File: src/rtl/ring_ptr_tracker.sv
module ring_ptr_tracker #(
  parameter int OFS_W = 16,
  localparam int PW = OFS_W + 1
) (
  input  logic             clk,
  input  logic             rst_n,
  input  logic             dir_rx_i,
  input  logic             hw_adv_i,
  input  logic             sw_rd_we_i,
  input  logic             sw_wr_we_i,
  input  logic [PW-1:0]    sw_ptr_i,
  input  logic [OFS_W-1:0] len_i,
  input  logic [OFS_W-1:0] thr_i,
  output logic [PW-1:0]    rd_ptr_o,
  output logic [PW-1:0]    wr_ptr_o,
  output logic [OFS_W-1:0] valid_o,
  output logic [OFS_W-1:0] left_o,
  output logic             rx_req_o,
  output logic             tx_req_o
);

  logic [PW-1:0]    rd_q, wr_q;
  logic [OFS_W:0]   span;
  logic             wraps_differ, full, empty;

  function automatic logic [PW-1:0] step(input logic [PW-1:0] p, input logic [OFS_W-1:0] len);
    logic [OFS_W-1:0] nxt;
    nxt = p[OFS_W-1:0] + {{(OFS_W-1){1'b0}}, 1'b1};
    if (nxt == len) return {~p[OFS_W], {OFS_W{1'b0}}};
    return {p[OFS_W], nxt};
  endfunction

  assign wraps_differ = rd_q[OFS_W] ^ wr_q[OFS_W];
  assign span = {1'b0, wr_q[OFS_W-1:0]} - {1'b0, rd_q[OFS_W-1:0]}
              + (wraps_differ ? {1'b0, len_i} : {(OFS_W+1){1'b0}});

  assign valid_o  = span[OFS_W-1:0];
  assign left_o   = len_i - valid_o;
  assign full     = (valid_o == len_i);
  assign empty    = (valid_o == '0);
  assign rx_req_o = (valid_o >= thr_i);
  assign tx_req_o = (left_o >= thr_i);
  assign rd_ptr_o = rd_q;
  assign wr_ptr_o = wr_q;

  always_ff @(posedge clk) begin
    if (!rst_n || len_i == '0) begin
      rd_q <= '0;
      wr_q <= '0;
    end else begin
      if (sw_wr_we_i)                     wr_q <= sw_ptr_i;
      else if (dir_rx_i && hw_adv_i && !full) wr_q <= step(wr_q, len_i);
      if (sw_rd_we_i)                     rd_q <= sw_ptr_i;
      else if (!dir_rx_i && hw_adv_i && !empty) rd_q <= step(rd_q, len_i);
    end
  end

endmodule

File: config.mk
export PLATFORM = sky130hd
export DESIGN_NAME = ring_ptr_tracker
export DESIGN_NICKNAME = d
export VERILOG_FILES = /design/src/rtl/ring_ptr_tracker.sv
export SDC_FILE = /design/constraint.sdc
export NUM_CORES = 1
export LEC_CHECK = 0
export CORE_MARGIN = 5
export CORE_UTILIZATION = 33
export DETAILED_ROUTE_END_ITERATION = 7
export DONT_BUFFER_PORTS = 1
export HOLD_SLACK_MARGIN = 0.02
export PLACE_DENSITY = 0.49
export SLEW_MARGIN = 10
export SYNTH_ARGS = -nofsm -noshare
export SYNTH_HDL_FRONTEND = slang
export SYNTH_SLANG_ARGS = --single-unit
File: constraint.sdc
create_clock -name clk -period 25.2 [get_ports clk]
set_clock_uncertainty 0.1 [all_clocks]
set_input_delay 5.04 -clock clk [delete_from_list [all_inputs] [get_ports clk]]
set_output_delay 5.04 -clock clk [all_outputs]
set_load 0.01 [all_outputs]
==> metrics.cfg <==
[run_status]
status=finished, final reports clean

[timing]
grt_setup_unrepaired=no
setup_violations=0
period_needed_ps=16240
slew_headroom_pct=25.7
tightest_slew_ps=1100
post-route-period-util_pct=64.4
slew_viol_final=0
fin_ws_ps=8960
final.setup.tns_ps=0
hold_viol_final=0
fmax_mhz=61.6

[global_route]
grt_pass1_wl_mm=31.4
grt_use_met3_pct=5.58
grt_max_degree=36
gr-total-overflow=0
grt.total_usage_pct=18.1
grt-busiest-layer=met2
antenna_found_initial=0
grt_pass1_vias=5395
met2_usage_pct=30.0
gr-usage-met1_pct=24.0

[synthesis]
yosysWarnings=0
synth_cell_types=78
synth.yosys.seq_area_share_pct=11.3
syn_nets=953
async_flop_share_pct=0
ys_ff_latch=34
synth_area_um2=6010
synth_enable_flop_cells=0
synthFlopType=dfxtp_1
synth_cells=822
syn_avg_cell_area_um2=7.31

[floorplanning]
start_util_pct=33.4
die_w_um=145
rows=49
die-area_um2=21000
io_pins=123
core_um2=18000
die_y_um=145

[setup_path]
cp-startpoint=len_i[4]
crit_type=input pin to output pin
r2r_slack_ps=18020
cp-endpoint=tx_req_o
worstSetupEndpointType=output pin
worstRegToRegCells=22
worst_ep_required_time_ps=20060
critPathLaunchType=input pin
r2r-start=wr_ptr_o[16]
arrival_ps=11100
r2r-end=wr_ptr_o[12]
critPathMaxFanout=8

[cts]
cts_resized=0
root_buffer=clkbuf_16
cts_setup_buffers=0
cts_made_buffers=5
hold_buffers=0
clkTransAtPathRegs_ps=50
clock_latency_ps=290
cts_tree=yes
htreeDepth=2
clock-sinks=34
cts_buffer_depth=2

[route]
drt_iter0_drc=445
drc=0
ant_nets=0
vias=5814
drtPass1Iterations=4
wl_mm=20.0
via_per_inst=5.67
routedWlPerCell_um=19.5

[finish]
post_route_cells_drive_above_1_share_pct=3.89
stdcell_count=1025
fillers=1963
nNetsFinal=926
area_growth_pct=4.65
antenna_cells=0

[power_and_ir_drop]
p_leak_nw=2.62
peakVddDrop_v=0.0000360
p_per_area_nw_per_um2=94.8
total_power_uw=596

[run]
drv_cap=0

[placement]
globalplace.congestion=0.893
place_inst=1017
io_buffers=0
hpwl_mm=16.7
pre_cts_ws_ps=8930

[worst_hold_path]
holdCritPathClass=flip-flop to flip-flop

## flip-flops by register name, summed over array words and instances (netlist names)
register and cells:
rd_ptr_o 17, wr_ptr_o 17
## Yosys cell counts, types with 9 or more instances
cell type,n,area [um2]
xor2_1,24,210
nand4_1,13,81.3
a31oi_1,27,169
o21a_1,9,67.6
ha_1,60,751
nand2b_1,13,81.3
nand3_1,35,175
clkbuf_1,24,90.1
o21ai_0,46,230
nand3b_1,9,67.6
nor4_1,12,75.1
nor2b_1,9,56.3
nor2_1,45,169
nor3_1,24,120
a21oi_1,50,250
and3_1,14,87.6
nand2_1,59,221
dfxtp_1,34,681
inv_1,101,379
xnor2_1,52,455
fa_1,16,320
a21o_1,14,105
## cells in the final DEF (no fill, tap or decap), types with 12 or more instances in the layout
| cell | synthesis | layout |
|---|---|---|
| a21o_1 | 14 | 14 |
| a21oi_1 | 50 | 50 |
| a31oi_1 | 27 | 27 |
| and3_1 | 14 | 14 |
| dfxtp_1 | 34 | 34 |
| fa_1 | 16 | 16 |
| ha_1 | 60 | 60 |
| inv_1 | 101 | 101 |
| nand2_1 | 59 | 59 |
| nand2b_1 | 13 | 13 |
| nand3_1 | 35 | 35 |
| nand4_1 | 13 | 13 |
| nor2_1 | 45 | 45 |
| nor3_1 | 24 | 24 |
| nor4_1 | 12 | 12 |
| o21ai_0 | 46 | 46 |
| xnor2_1 | 52 | 52 |
| xor2_1 | 24 | 24 |
## worst max-delay path, cell delays in order
cell and delay, ps:
nand2_1 40, fa_1 510, inv_1 40, ha_1 360, and2_4 180, a221oi_4 360, and2_1 270, nor2_1 70
a211oi_1 680, inv_1 100, ha_1 370, or2_2 310, a21oi_1 140, a31oi_1 80, maj3_1 370, maj3_2 350
maj3_1 360, a21oi_1 180, xnor2_1 160, ha_1 230, a2111oi_0 350, o21ai_0 170, a221o_1 360
## power breakdown
part           switching [mW]  internal, mW
clock network          0.0242        0.0392
logic                   0.283         0.177
registers              0.0134        0.0582
## cells by family (layout without fill, tap and decap cells)
group / Yosys count / after routing / share of synthesized area, %
AND/OR/NAND/NOR: 263 / 263 / 22.7
AO/OA/AOI/OAI: 221 / 221 / 24.3
buffers and inverters: 135 / 109 / 8.90
XOR/XNOR: 82 / 82 / 13.1
adder cells (fa/ha/maj): 80 / 80 / 18.5
flip-flops: 34 / 34 / 11.3
multiplexers: 7 / 7 / 1.19
## worst min path at each step
stage                  from            to  slack, ps  cells past startpoint
2_1_floorplan  wr_ptr_o[11]  wr_ptr_o[11]        430                      2
3_3_place_gp   wr_ptr_o[11]  wr_ptr_o[11]        480                      2
3_5_place_dp   wr_ptr_o[11]  wr_ptr_o[11]        490                      2
4_1_cts        wr_ptr_o[11]  wr_ptr_o[11]        500                      2
5_1_grt        wr_ptr_o[14]  wr_ptr_o[14]        530                      2
6_report       wr_ptr_o[11]  wr_ptr_o[11]        480                      2
## layer usage
metal | share of wire, % | routed length (um)
met1 | 44 | 8830
met2 | 48 | 9510
met3 | 7.5 | 1510
met4 | 0.61 | 121
met5 | 0 | 0
## final cells by class
class                      instances  area [um2]  share of cell area (%)
sequential                        34         681                    10.8
clock buffer                       7         143                    2.27
inverter                         101         379                    6.03
clock inverter                     1        5.00                  0.0796
tap                              229         287                    4.56
multi-input combinational        653        4790                    76.2
## stage by stage
| stage | utilization, % | hold WS, ps | instance area [um2] |
|---|---|---|---|
| 6_report | 35.0 | 485 | 6280 |
| 5_1_grt | 35.0 | 527 | 6280 |
| 4_1_cts | 35.0 | 495 | 6280 |
| 3_5_place_dp | 34.2 | 491 | 6140 |
| 3_3_place_gp | 34.2 | 480 | 6140 |
| 2_1_floorplan | - | 425 | 6010 |
Power figures use the tool's default switching activity.
